===== src/rtl/inorder_retire_pkg.sv =====
// Package: shared types for the in-order retirement buffer.
// Assumes: nothing beyond standard SystemVerilog.
package inorder_retire_pkg;

    // What the head slot does in the current cycle.
    typedef enum logic [1:0] {
        RK_IDLE   = 2'd0,
        RK_RETIRE = 2'd1,
        RK_FLUSH  = 2'd2
    } retire_kind_e;

endpackage


===== src/rtl/irb_ptrs.sv =====
// Module: head/tail pointers and occupancy count of the circular queue.
// Assumes: push is never asserted while full and pop never while empty
// (the top gates both); clear overrides both and returns to slot 0.
module irb_ptrs #(
    parameter int DEPTH = 8,
    localparam int IDX_W = $clog2(DEPTH),
    localparam int CNT_W = $clog2(DEPTH + 1)
) (
    input  logic             clk,
    input  logic             rst_n,
    input  logic             clear,
    input  logic             push,
    input  logic             pop,
    output logic [IDX_W-1:0] head,
    output logic [IDX_W-1:0] tail,
    output logic [CNT_W-1:0] count,
    output logic             full,
    output logic             empty
);
    localparam logic [IDX_W-1:0] LAST = IDX_W'(DEPTH - 1);
    localparam logic [CNT_W-1:0] CAP  = CNT_W'(DEPTH);

    // Advance pointers and adjust the count for this cycle's push and pop.
    always_ff @(posedge clk) begin
        if (!rst_n || clear) begin
            head  <= '0;
            tail  <= '0;
            count <= '0;
        end else begin
            if (push) tail <= (tail == LAST) ? '0 : tail + 1'b1;
            if (pop)  head <= (head == LAST) ? '0 : head + 1'b1;
            if (push && !pop)      count <= count + 1'b1;
            else if (pop && !push) count <= count - 1'b1;
        end
    end

    // Status flags from the count.
    assign full  = (count == CAP);
    assign empty = (count == '0);

    p_count_bound_r2: assert property (@(posedge clk) disable iff (!rst_n)
        count <= CAP);
    p_hold_on_both_r8: assert property (@(posedge clk) disable iff (!rst_n)
        (push && pop && !clear) |=> (count == $past(count)));
    p_flush_empties_r9: assert property (@(posedge clk) disable iff (!rst_n)
        clear |=> (count == '0 && tail == '0 && head == '0));

endmodule


===== src/rtl/irb_slots.sv =====
// Module: per-slot storage of the retirement buffer (state, destination,
// result) with result-bus capture, head read-out and lookup by slot index.
// Assumes: push_idx is a free slot; pop_idx is an occupied finished slot.
module irb_slots #(
    parameter int DEPTH  = 8,
    parameter int DATA_W = 32,
    parameter int REG_W  = 5,
    localparam int IDX_W = $clog2(DEPTH)
) (
    input  logic              clk,
    input  logic              rst_n,
    input  logic              clear,
    input  logic              push,
    input  logic [IDX_W-1:0]  push_idx,
    input  logic [REG_W-1:0]  push_dest,
    input  logic              push_store,
    input  logic              pop,
    input  logic [IDX_W-1:0]  pop_idx,
    input  logic              cdb_valid,
    input  logic [IDX_W-1:0]  cdb_tag,
    input  logic [DATA_W-1:0] cdb_value,
    input  logic              cdb_bad,
    output logic              head_done,
    output logic              head_bad,
    output logic              head_store,
    output logic [REG_W-1:0]  head_dest,
    output logic [DATA_W-1:0] head_value,
    input  logic [IDX_W-1:0]  lk_idx,
    output logic              lk_done,
    output logic [DATA_W-1:0] lk_value
);
    logic [DEPTH-1:0] valid_q, done_q, bad_q, store_q;
    logic [REG_W-1:0]  dest_q [DEPTH];
    logic [DATA_W-1:0] val_q  [DEPTH];
    logic [DEPTH-1:0] alloc_hit, free_hit, cdb_hit;

    // Per-slot decode of which operation touches each slot.
    for (genvar i = 0; i < DEPTH; i++) begin : g_hit
        assign alloc_hit[i] = push && (push_idx == IDX_W'(i));
        assign free_hit[i]  = pop && (pop_idx == IDX_W'(i));
        assign cdb_hit[i]   = cdb_valid && valid_q[i] && (cdb_tag == IDX_W'(i));
    end

    // Update every slot: allocate, capture a result, or free.
    always_ff @(posedge clk) begin
        for (int i = 0; i < DEPTH; i++) begin
            if (!rst_n || clear) begin
                valid_q[i] <= 1'b0;
                done_q[i]  <= 1'b0;
                bad_q[i]   <= 1'b0;
                store_q[i] <= 1'b0;
                dest_q[i]  <= '0;
                val_q[i]   <= '0;
            end else if (alloc_hit[i]) begin
                valid_q[i] <= 1'b1;
                done_q[i]  <= 1'b0;
                bad_q[i]   <= 1'b0;
                store_q[i] <= push_store;
                dest_q[i]  <= push_dest;
                val_q[i]   <= '0;
            end else begin
                if (cdb_hit[i]) begin
                    done_q[i] <= 1'b1;
                    bad_q[i]  <= cdb_bad;
                    val_q[i]  <= cdb_value;
                end
                if (free_hit[i]) begin
                    valid_q[i] <= 1'b0;
                    done_q[i]  <= 1'b0;
                end
            end
        end
    end

    // Head slot read-out for retirement.
    assign head_done  = valid_q[pop_idx] && done_q[pop_idx];
    assign head_bad   = bad_q[pop_idx];
    assign head_store = store_q[pop_idx];
    assign head_dest  = dest_q[pop_idx];
    assign head_value = val_q[pop_idx];

    // Operand lookup by slot index.
    assign lk_done  = valid_q[lk_idx] && done_q[lk_idx];
    assign lk_value = val_q[lk_idx];

    p_cdb_captures_r4: assert property (@(posedge clk) disable iff (!rst_n)
        (cdb_valid && valid_q[cdb_tag] && !clear && !(pop && pop_idx == cdb_tag))
        |=> (done_q[$past(cdb_tag)] && val_q[$past(cdb_tag)] == $past(cdb_value)));
    p_stray_write_dropped_r10: assert property (@(posedge clk) disable iff (!rst_n)
        (cdb_valid && !valid_q[cdb_tag]) |=> !done_q[$past(cdb_tag)]);

endmodule


===== src/rtl/irb_status.sv =====
// Module: register status table mapping each architectural register to the
// slot that will produce it. A rename overrides a release in the same cycle.
// Assumes: set and clear are never asserted together by the top.
module irb_status #(
    parameter int NREG  = 32,
    parameter int IDX_W = 3,
    localparam int REG_W = $clog2(NREG)
) (
    input  logic             clk,
    input  logic             rst_n,
    input  logic             clear,
    input  logic             set_en,
    input  logic [REG_W-1:0] set_reg,
    input  logic [IDX_W-1:0] set_tag,
    input  logic             rel_en,
    input  logic [REG_W-1:0] rel_reg,
    input  logic [IDX_W-1:0] rel_tag,
    input  logic [REG_W-1:0] q_reg,
    output logic             q_busy,
    output logic [IDX_W-1:0] q_tag
);
    logic [NREG-1:0]  busy_q;
    logic [IDX_W-1:0] tag_q [NREG];
    logic [NREG-1:0]  set_hit, rel_hit;

    // Per-register decode of rename and release.
    for (genvar r = 0; r < NREG; r++) begin : g_dec
        assign set_hit[r] = set_en && (set_reg == REG_W'(r));
        assign rel_hit[r] = rel_en && (rel_reg == REG_W'(r));
    end

    // Rename on issue, release on retirement only if the tag still matches.
    always_ff @(posedge clk) begin
        for (int r = 0; r < NREG; r++) begin
            if (!rst_n || clear) begin
                busy_q[r] <= 1'b0;
                tag_q[r]  <= '0;
            end else if (set_hit[r]) begin
                busy_q[r] <= 1'b1;
                tag_q[r]  <= set_tag;
            end else if (rel_hit[r] && tag_q[r] == rel_tag) begin
                busy_q[r] <= 1'b0;
            end
        end
    end

    // Lookup for issue.
    assign q_busy = busy_q[q_reg];
    assign q_tag  = tag_q[q_reg];

    p_alloc_renames_r3: assert property (@(posedge clk) disable iff (!rst_n)
        (set_en && !clear) |=> (busy_q[$past(set_reg)] && tag_q[$past(set_reg)] == $past(set_tag)));
    p_stale_release_kept_r7: assert property (@(posedge clk) disable iff (!rst_n)
        (rel_en && !clear && !set_en && busy_q[rel_reg] && tag_q[rel_reg] != rel_tag)
        |=> busy_q[$past(rel_reg)]);
    p_flush_clears_status_r9: assert property (@(posedge clk) disable iff (!rst_n)
        clear |=> (busy_q == '0));

endmodule


===== src/rtl/inorder_retire_buf.sv =====
// Module: top of the in-order retirement buffer. Allocates slots at issue,
// captures tagged results, retires finished heads in order, and flushes on a
// finished head that is wrong-path or faulting.
// Assumes: at most one allocation and one result-bus write per cycle.
module inorder_retire_buf
    import inorder_retire_pkg::*;
#(
    parameter int DEPTH  = 8,
    parameter int DATA_W = 32,
    parameter int NREG   = 32,
    localparam int IDX_W = $clog2(DEPTH),
    localparam int CNT_W = $clog2(DEPTH + 1),
    localparam int REG_W = $clog2(NREG)
) (
    input  logic              clk,
    input  logic              rst_n,
    input  logic              alloc_req,
    input  logic [REG_W-1:0]  alloc_dest,
    input  logic              alloc_is_store,
    output logic              alloc_ready,
    output logic [IDX_W-1:0]  alloc_tag,
    input  logic              cdb_valid,
    input  logic [IDX_W-1:0]  cdb_tag,
    input  logic [DATA_W-1:0] cdb_value,
    input  logic              cdb_mispredict,
    input  logic              cdb_exception,
    input  logic [REG_W-1:0]  lk_reg,
    output logic              lk_busy,
    output logic [IDX_W-1:0]  lk_tag,
    output logic              lk_ready,
    output logic [DATA_W-1:0] lk_value,
    output logic              cmt_valid,
    output logic [IDX_W-1:0]  cmt_tag,
    output logic [REG_W-1:0]  cmt_dest,
    output logic [DATA_W-1:0] cmt_value,
    output logic              cmt_is_store,
    output logic              flush,
    output logic [CNT_W-1:0]  occupancy
);
    localparam logic [IDX_W-1:0] LAST = IDX_W'(DEPTH - 1);

    logic [IDX_W-1:0] head_ptr, tail_ptr;
    logic             full, empty, push, pop;
    logic             head_done, head_bad, head_store, slot_lk_done;
    logic [REG_W-1:0] head_dest;
    retire_kind_e     kind;

    // Decide what the head does this cycle.
    always_comb begin
        kind = RK_IDLE;
        if (!empty && head_done) kind = head_bad ? RK_FLUSH : RK_RETIRE;
    end

    // Issue acceptance and retirement handshakes.
    assign flush       = (kind == RK_FLUSH);
    assign alloc_ready = !full && !flush;
    assign push        = alloc_req && alloc_ready;
    assign pop         = (kind == RK_RETIRE);
    assign alloc_tag   = tail_ptr;

    irb_ptrs #(.DEPTH(DEPTH)) u_ptrs (
        .clk(clk), .rst_n(rst_n), .clear(flush), .push(push), .pop(pop),
        .head(head_ptr), .tail(tail_ptr), .count(occupancy),
        .full(full), .empty(empty)
    );

    irb_slots #(.DEPTH(DEPTH), .DATA_W(DATA_W), .REG_W(REG_W)) u_slots (
        .clk(clk), .rst_n(rst_n), .clear(flush),
        .push(push), .push_idx(tail_ptr), .push_dest(alloc_dest),
        .push_store(alloc_is_store),
        .pop(pop), .pop_idx(head_ptr),
        .cdb_valid(cdb_valid), .cdb_tag(cdb_tag), .cdb_value(cdb_value),
        .cdb_bad(cdb_mispredict || cdb_exception),
        .head_done(head_done), .head_bad(head_bad), .head_store(head_store),
        .head_dest(head_dest), .head_value(cmt_value),
        .lk_idx(lk_tag), .lk_done(slot_lk_done), .lk_value(lk_value)
    );

    irb_status #(.NREG(NREG), .IDX_W(IDX_W)) u_status (
        .clk(clk), .rst_n(rst_n), .clear(flush),
        .set_en(push && !alloc_is_store), .set_reg(alloc_dest), .set_tag(tail_ptr),
        .rel_en(pop && !head_store), .rel_reg(head_dest), .rel_tag(head_ptr),
        .q_reg(lk_reg), .q_busy(lk_busy), .q_tag(lk_tag)
    );

    // Retirement port and lookup readiness.
    assign cmt_valid    = pop;
    assign cmt_tag      = head_ptr;
    assign cmt_dest     = head_dest;
    assign cmt_is_store = head_store;
    assign lk_ready     = lk_busy && slot_lk_done;

    p_commit_in_order_r5: assert property (@(posedge clk) disable iff (!rst_n)
        cmt_valid |=> (!cmt_valid || cmt_tag == (($past(cmt_tag) == LAST) ? '0 : $past(cmt_tag) + 1'b1)));
    p_flush_blocks_retire_r9: assert property (@(posedge clk) disable iff (!rst_n)
        flush |-> (!cmt_valid && !alloc_ready));
    p_flush_single_cycle_r9: assert property (@(posedge clk) disable iff (!rst_n)
        flush |=> !flush);

endmodule


===== config.mk =====
export PLATFORM = sky130hd
export DESIGN_NAME = inorder_retire_buf
export DESIGN_NICKNAME = d
export VERILOG_FILES = /design/src/rtl/inorder_retire_pkg.sv /design/src/rtl/irb_ptrs.sv /design/src/rtl/irb_slots.sv /design/src/rtl/irb_status.sv /design/src/rtl/inorder_retire_buf.sv
export SDC_FILE = /design/constraint.sdc
export NUM_CORES = 1
export LEC_CHECK = 0
export BUFFER_PORTS_ARGS = -buffer_cell sky130_fd_sc_hd__buf_4
export CAP_MARGIN = 20
export CORE_MARGIN = 4
export CORE_UTILIZATION = 45
export CTS_CLUSTER_DIAMETER = 100
export CTS_CLUSTER_SIZE = 28
export DETAILED_ROUTE_END_ITERATION = 7
export PLACE_DENSITY = 0.64
export SLEW_MARGIN = 20
export SYNTH_ARGS = -nofsm -noshare
export SYNTH_HDL_FRONTEND = slang
export SYNTH_HIERARCHICAL = 1
export SYNTH_SLANG_ARGS = --single-unit

===== constraint.sdc =====
create_clock -name clk -period 9.72 [get_ports clk]
set_clock_uncertainty 0.2 [all_clocks]
set_input_delay 1.458 -clock clk [delete_from_list [all_inputs] [get_ports clk]]
set_output_delay 1.458 -clock clk [all_outputs]
set_load 0.02 [all_outputs]

Yosys cells after proc, flatten, opt, wreduce, memory -nomap -nowiden
Memories as Yosys holds them, arrays and structs flattened. A register that Yosys moved wholly into a read port is not among the register bits.
Index checks and enable logic that the tools add are counted.

storage, ports and cells
  logic and storage cells = 776
  input port bits = 52
  output and inout port bits = 88
  ROM bits = 0
  bits in writable memories = 392
  latch bits = 0
  memories = 3
  flip-flop bits (word level) = 74

memory list
  memory          depth  width  read ports  clocked after memory_dff  write ports  RTL line          RTL
  u_slots.val_q   8      32     2           1                         8            irb_slots.sv:34   logic [DATA_W-1:0] val_q [DEPTH];
  u_status.tag_q  32     3      33          0                         32           irb_status.sv:23  logic [IDX_W-1:0] tag_q [NREG];
  u_slots.dest_q  8      5      1           1                         8            irb_slots.sv:33   logic [REG_W-1:0] dest_q [DEPTH];

cells by class
  multiplexer cells = 314
  reduce and logical (&&, ||, !) cells = 211
  bitwise operators = 56
  magnitude comparators = 3
  eq/ne operators = 118
  multiply operators = 0
  shift-type cells = 0
  $add $sub $neg = 4
  div/mod/pow operators = 0

operators with widths
  operator            number
  $mux 32             16
  $mux 1              241
  $eq 5x5->1 const B  32
  $logic_and 1x1->1   138
  $mux 3              38
  $eq 3x3->1          32
  $reduce_bool 2->1   41
  $eq 5x4->1 const B  16
  $or 1x1->1          56
  $eq 5x3->1 const B  8
  $mux 5              8
  $eq 3x3->1 const B  12
  $reduce_or 3->1     8
  $eq 5x2->1 const B  4
  $bmux 1 s3          6
  $eq 3x2->1 const B  6
  $reduce_or 2->1     8
  $eq 5x1->1 const B  2
  $logic_not 5->1     2
  $eq 3x1->1 const B  3
  $logic_not 3->1     3
  $logic_not 1->1     8
  $lt 3x4->1 const B  2
  $mux 4              2
  other kinds (11)    14

Depth between registers and ports, before layout
Gate-level depths: netlist of run 1.

  word-level depth = 15
  mapped depth = 14
  depth with buffers taken out = 12

By module
The synthesis of run 1 kept the hierarchy.

modules (own cells, without submodules)
  module              times used  cells an instance  sequential area each (um^2)  area an instance (um^2)
  irb_slots           1           1077               9529.1                       16916.2
  irb_status          1           612                3523.4                       7235.7
  irb_ptrs            1           57                 200.2                        551.8
  inorder_retire_buf  1           8                  0.0                          62.6

Worst setup path before layout of run 1
OpenSTA, ideal clock, no wires.

  path kind = input to output
  start = input lk_reg[2]
  end = output lk_value[0]
  path buffers = 5
  setup slack = 3.767 ns
  cell stages on the path = 10
  arrival = 4.295 ns
  cells stage by stage = buf_2 -> buf_2 -> buf_2 -> mux4_2 -> mux4_2 -> mux2_2 -> buf_2 -> buf_2 -> mux4_2 -> mux2_2

on the way
  word-level cells in the longest chain between the ends = 2

ends and longest elaborated chain
  what                 RTL line                  RTL
  start: declaration   inorder_retire_buf.sv:27  input logic [REG_W-1:0] lk_reg,
  $mem_v2 32x3         -
  named net lk_tag[0]  inorder_retire_buf.sv:29  output logic [IDX_W-1:0] lk_tag,
  $mem_v2 8x32         -
  end: declaration     inorder_retire_buf.sv:31  output logic [DATA_W-1:0] lk_value,

The timed path passes the listed nets, and every way through them passes these cells.

Final worst setup path of run 1
  start = input lk_reg[1]
  end = output lk_ready

on the way
  word-level cells in the longest chain between the ends = 5
  elaborated cells between the ends (all ways) = 9
  those cells by class = mux (6); reduce/logical (2); memory (1)

ends and longest elaborated chain
  what                          RTL line                  RTL
  $mem_v2 32x3 *                -
  $bmux 1 s3                    irb_slots.sv:83           assign lk_done = valid_q[lk_idx] && done_q[lk_idx];
  $mux 1 (not written as such)  irb_slots.sv:83
  $logic_and 1x1->1 *           irb_slots.sv:83
  named net slot_lk_done        inorder_retire_buf.sv:44  logic head_done, head_bad, head_store, slot_lk_done;
  $logic_and 1x1->1 *           inorder_retire_buf.sv:91  assign lk_ready = lk_busy && slot_lk_done;
  end: declaration              inorder_retire_buf.sv:30  output logic lk_ready,

Mark *: on every way through the listed nets, which the timed path passes. The rest lies on a longest branch. The select of a mux whose other input is x is not followed.

==> run metrics, run 1 <==
Initial Utilization around 46%; relative slew slack roughly a quarter; GPL Wtd Cong 0.844; period utilisation layout 70.7%; clock root cell clkbuf_16; Die X between 200 and 250 um; most used flip-flop cell after synthesis edfxtp_1; via count around 15000; Netlist cell types 55; Power, Total around 4.2 mW; cell row count 85; number of flops mapped to enable cells by yosys 392; power share of the clock group between 20% and 30%; worst setup margin 2.84 ns; DR iter-0 viols 1460; post-CTS resize count 0; Critical Path Fanout Max 42; critical path class input pin to primary output; Reg clk slew, reported paths 0.11 ns; final setup violation count 0; Final min period 6.88 ns; outcome finished clean; Leakage between 9 and 10 nW; pin count of the biggest net entering global routing 67; Critical Path RT ~8.1 ns; yosys warns 6; setup TNS 0 ns; global route total overflow 0; Setup Buffers After CTS 0; data arrival time of the worst path approximately 5.2 ns; Post-Place Setup Slack 2.76 ns; H-tree depth 1; Design Area, Final 0.0271 sq mm; post-DP HPWL 40.9 mm; max cap viols 0; Final Util between 50% and 60%; Die H between 200 and 250 um; asr flop ratio synth 0%; total CTS buffers 22; CP startpoint kind input pin; clk_lat worst skew 0.57 ns; first-pass GRT wire length 101 mm; Switch Pwr approximately 1.2 mW; Yosys reg bits around 470; Post-Syn Area 0.0248 sq mm; CTS Buffer Depth 3; Final ANT Viol Nets 0; Min Hold Slack roughly 0.28 ns; Slew Limit Fails 0; CTS tree done; Fmax between 100 and 150 MHz; pwr/cell area 156 mW/mm^2; Layout Cells excl Fill ~2500; Total GRT Usage around 22%; initial antenna violation count 4; Layout fillers ~4600; # clock sinks roughly 470; share of cells above drive strength 1 between 20% and 30%; Hold Buf Count CTS 0; Internal Power approximately 3.1 mW; Seq pwr share between 50% and 60%; vias in the first global route between 15000 and 20000; First-pass DRT Iterations 8; io pins 140; die area just under 0.06 sq mm; Post-DP Area approximately 0.026 sq mm; Gate Count Post-Synth between 1500 and 2000; Port Buffer Count around 140; Vias/cell between 6 and 7; Area growth syn-to-layout 9.57%; most common cell after layout, fill and taps aside and2_1; Logic pwr share about 18%; Hold Crit Class register to register; Worst Max-Slew Pin Slew ~1.1 ns; Critical Path Sink Type primary output; Post-Route WL between 60 and 70 mm; most frequent cells in the layout and2_1, edfxtp_1, mux4_2; placed cells around 2500; syn avg cell area around 14 sq um; drt drc 0; sw frac approximately 28%; layout net count around 1900; Core Box Area 0.0541 sq mm; syn nets 1814; peak supply drop between 0.1 and 0.15 mV; RSZ-0062 raised after global routing false; Seq/Total Area, Yosys between 50 and 60%; Routed WL per cell 26.4 um; Final Hold Viols 0
[synth_stat cells, drive strengths merged (2+ instances only)]
library cell  count  area [sq um]
o211ai            5          37.5
nor2b            15          93.8
clkbuf           71           278
nand2            22          82.6
o211a             2          20.0
a31oi             6          37.5
or4               4          30.0
or3b              2          22.5
xnor2            33           289
nand3b            8          60.1
nor4b             2          23.8
nand4b            6          52.6
nor4              3          33.8
o311ai            3          26.3
mux2             76           856
nand3            36           180
nand2b            8          57.6
nor3b             7          52.6
xor2             63           552
a22o              8          70.1
o21ai            63           315
edfxtp          392         11800
mux4            184          4140
nor3             16          80.1
a21oi            19          95.1
dfxtp            74          1480
nor2             73           274
a2111oi           7           168
inv              15          56.3
ha                7          87.6
and2            397          2480
mux2i             5          50.1
nand4            23           144
a31o             32           280
buf              56           365
nor4bb            2          20.0
[power by group through the flow]
stage / clock, mW / sequential (mW) / combinational, mW
after floorplan: 0 / 2.36 / 0.486
after global placement: 0 / 2.36 / 0.770
after detailed placement: 0 / 2.37 / 0.780
after CTS: 1.17 / 2.32 / 0.783
after global routing: 1.24 / 2.33 / 0.823
final: 1.14 / 2.32 / 0.776
[worst paths after layout]
kind	startpoint	endpoint	slack, ns	cells after the start
max	lk_reg[1]	lk_ready	2.84	10
min	u_slots/done_q[0]	u_slots/done_q[0]	0.28	2
max reg2reg	u_ptrs/head[1]	u_slots/val_q[1][27]	4.10	10
min reg2reg	u_slots/done_q[0]	u_slots/done_q[0]	0.28	2
[layout make-up]
| class | instances | area (sq um) | share of cell area (%) |
|---|---|---|---|
| diodes | 2 | 5.00 | 0.0184 |
| clock buffers | 29 | 598 | 2.20 |
| clock inverters | 8 | 104 | 0.383 |
| inverters | 15 | 56.3 | 0.207 |
| multi-input cells | 1146 | 10900 | 40.3 |
| flip-flops and latches | 466 | 13300 | 48.9 |
| well taps | 696 | 871 | 3.21 |
| repair buffers | 173 | 1300 | 4.79 |
[per-layer routing]
metal	GRT usage, %	vias to the layer above	part of all wire, %
met3	3.48	109	6.9
met1	30.8	7943	42
li1	-	6722	-
met5	0	-	0.040
met2	37.1	592	48
met4	5.89	4	2.7
[state kept, by name (all words and copies together), names as in the netlist]
name and cells:
u_status/busy_q 32, u_slots/bad_q 8, u_slots/store_q 8, u_status/tag_q 96
u_ptrs/head 3, u_slots/dest_q 40, u_ptrs/count 4, u_slots/val_q 256
u_slots/done_q 8, u_ptrs/tail 3, u_slots/valid_q 8
[cell families after synthesis]
family                   count (synthesis)  synth area share [%]
AND/OR/NAND/NOR                        628                  15.0
flip-flops                             466                  53.5
multiplexers                           265                  20.4
AO/OA/AOI/OAI                          149                  4.40
buffers and inverters                  142                  2.82
XOR/XNOR                                96                  3.39
adder cells (fa/ha/maj)                  8                 0.434
[critical path: stages]
cell	delay, ns
buf_4	0.46
mux4_2	0.59
mux4_2	0.51
mux2_4	0.54
buf_4	0.47
nand3_1	0.18
o21ai_0	0.11
mux4_2	0.54
and2_1	0.16
buf_4	0.15
Power figures use the tool's default switching activity.
==> run 2, diff against run 1 <==
--- a/config.mk
+++ b/config.mk
@@ -12,7 +12,7 @@
 export CTS_CLUSTER_DIAMETER = 100
 export CTS_CLUSTER_SIZE = 28
 export DETAILED_ROUTE_END_ITERATION = 7
-export PLACE_DENSITY = 0.64
+export PLACE_DENSITY = 0.66
 export SLEW_MARGIN = 20
 export SYNTH_ARGS = -nofsm -noshare
 export SYNTH_HDL_FRONTEND = slang
==> constraint.sdc (replaced) <==
create_clock -name clk -period 5.9 [get_ports clk]
set_clock_uncertainty 0.2 [all_clocks]
set_input_delay 0.885 -clock clk [delete_from_list [all_inputs] [get_ports clk]]
set_output_delay 0.885 -clock clk [all_outputs]
set_load 0.02 [all_outputs]
==> run 2 against run 1 <==
Sequential cell count unchanged. Sequential power increased by 65%. Routed wire length about the same. Final cell count increased by 0.43%. Via count increased by 1.3%. Setup slack got worse by 2.3 ns. Utilization about the same. Power increased by 62%. Critical path type unchanged.
==> run metrics, run 2 (synthesis gave the netlist of run 1 again) <==
Hold Crit Class register to register; sequential cell area 0.0133 sq mm; Hold Buf Count CTS 0; # clock sinks around 470; relative slew slack approximately a quarter; Critical Path Fanout Max 38; Layout fillers between 4000 and 5000; Initial Utilization 45.8%; Min-Delay Path Depth 2; Die H 243 um; Core Box Area 0.0541 sq mm; CTS tree done; Setup Buffers After CTS 0; max reg flops 256; drt drc 0; Final min period roughly 5.3 ns; Min Hold Slack between 0.2 and 0.3 ns; clk_lat worst skew approximately 0.58 ns; pwr/cell area around 250 mW/mm^2; initial antenna violation count 5; Fmax ~190 MHz; total CTS buffers 21; Routed WL per cell 26.3 um; GR Layer Usage met2 ~37%; layout net count ~1900; vias in the first global route 15858; Power, Total 6.87 mW; global route total overflow 0; Worst Max-Slew Pin Slew roughly 1.1 ns; io pins 140; flop-to-flop setup slack approximately 1.4 ns; setup TNS 0 ns; First-pass DRT Iterations 7; Final Hold Viols 0; pin count of the biggest net entering global routing 66; most common cell after layout, fill and taps aside and2_1; Area growth syn-to-layout 9.68%; final setup violation count 0; Hold Crit Endpoint u_slots/bad_q[4]; Design Area, Final around 0.027 sq mm; first-pass GRT wire length 100 mm; RSZ-0062 raised after global routing false; outcome finished clean; largest reg by FF count u_slots/val_q; R2R depth 9; Reg clk slew, reported paths 0.10 ns; Die X around 240 um; area taken by multi-input logic gates between 0.01 and 0.015 sq mm; Critical Path Sink Type primary output; post-DP HPWL roughly 43 mm; post-CTS resize count 0; Slew Limit Fails 0; most frequent cells in the layout and2_1, edfxtp_1, mux4_2; GRT met3 Usage 3.87%; Critical Path RT roughly 4.8 ns; max cap viols 0; cell row count 85; share of cells above drive strength 1 approximately 29%; Reg-to-Reg Start u_ptrs/head[1]; gr busiest metal met2; Final ANT Viol Nets 0; HP Start u_slots/bad_q[4]; largest registers u_slots/val_q (256), u_status/tag_q (96), u_slots/dest_q (40); Post-Place Setup Slack 0.517 ns; GPL Wtd Cong 0.853; worst reg2reg path endpoint u_slots/val_q[5][4]; Post-DP Area 0.0265 sq mm; Port Buffer Count roughly 140; period utilisation layout between 90% and 100%; DR iter-0 viols 1602; CTS Buffer Depth 3; via count ~16000; data arrival time of the worst path ~4.2 ns; Post-Route WL about 67 mm; Leakage approximately 9.7 nW; CP startpoint kind input pin; clock root cell clkbuf_16; worst setup margin between 0.5 and 0.6 ns; peak supply drop 0.179 mV; die area between 0.05 and 0.06 sq mm; GRT met1 Usage 31.0%; H-tree depth 1; critical path class input pin to primary output; Total GRT Usage 22.3%; Vias/cell about 6.1
==> run 2: cell count changes in the layout (fill, tap and decap cells not counted) <==
cell       change
clkbuf_16      -1
clkinv_1       +1
buf_4          +6
inv_16         -1
bufinv_16      -1
clkinv_4       -1
clkbuf_1       +3
buf_12         +2
clkbuf_2       +1
diode_2        +2
==> run 2: how the worst max path moves through the flow <==
stage                                      to  cells past startpoint  slack, ns           start
after floorplan           u_slots/val_q[2][0]                     11       0.68  u_ptrs/head[0]
after global placement           lk_value[10]                      8       0.55       lk_reg[1]
after detailed placement         lk_value[10]                      8       0.52       lk_reg[1]
after CTS                        lk_value[10]                      8       0.52       lk_reg[1]
after global routing             lk_value[15]                      8       0.36       lk_reg[1]
final                            lk_value[15]                      8       0.58       lk_reg[1]
==> run 2: area by class of cell <==
class                   count  area share [%]
diodes                      4          0.0368
clock buffers              32            2.17
clock inverters             6           0.180
inverters                  15           0.207
multi-input cells        1146            40.3
flip-flops and latches    466            48.8
well taps                 696            3.21
repair buffers            181            5.09
==> run 2: metal layers <==
| metal | wire length, um | part of all wire, % |
|---|---|---|
| met1 | 27700 | 41 |
| met4 | 1920 | 2.9 |
| met3 | 5200 | 7.8 |
| met2 | 32000 | 48 |
| met5 | 93 | 0.14 |
==> run 2: critical path, stage by stage <==
cell,delay (ns)
buf_4,0.43
mux4_2,0.57
mux4_2,0.52
mux2_4,0.53
buf_12,0.33
mux4_2,0.45
mux2_2,0.29
buf_4,0.16
==> run 2: per-stage QoR <==
| step | util, % | std cells |
|---|---|---|
| final | 50.2 | 2546 |
| after global routing | 50.2 | 2545 |
| after CTS | 50.2 | 2542 |
| after detailed placement | 49.0 | 2504 |
| after global placement | 49.0 | 2504 |
| after floorplan | - | 1754 |
==> run 2: where the power goes <==
part           leakage [nW]  switching, mW  internal (mW)
Combinational          4.71          0.727          0.551
Clock                 0.312           1.05          0.718
Sequential             4.67          0.102           3.73
Total                  9.69           1.88           5.00
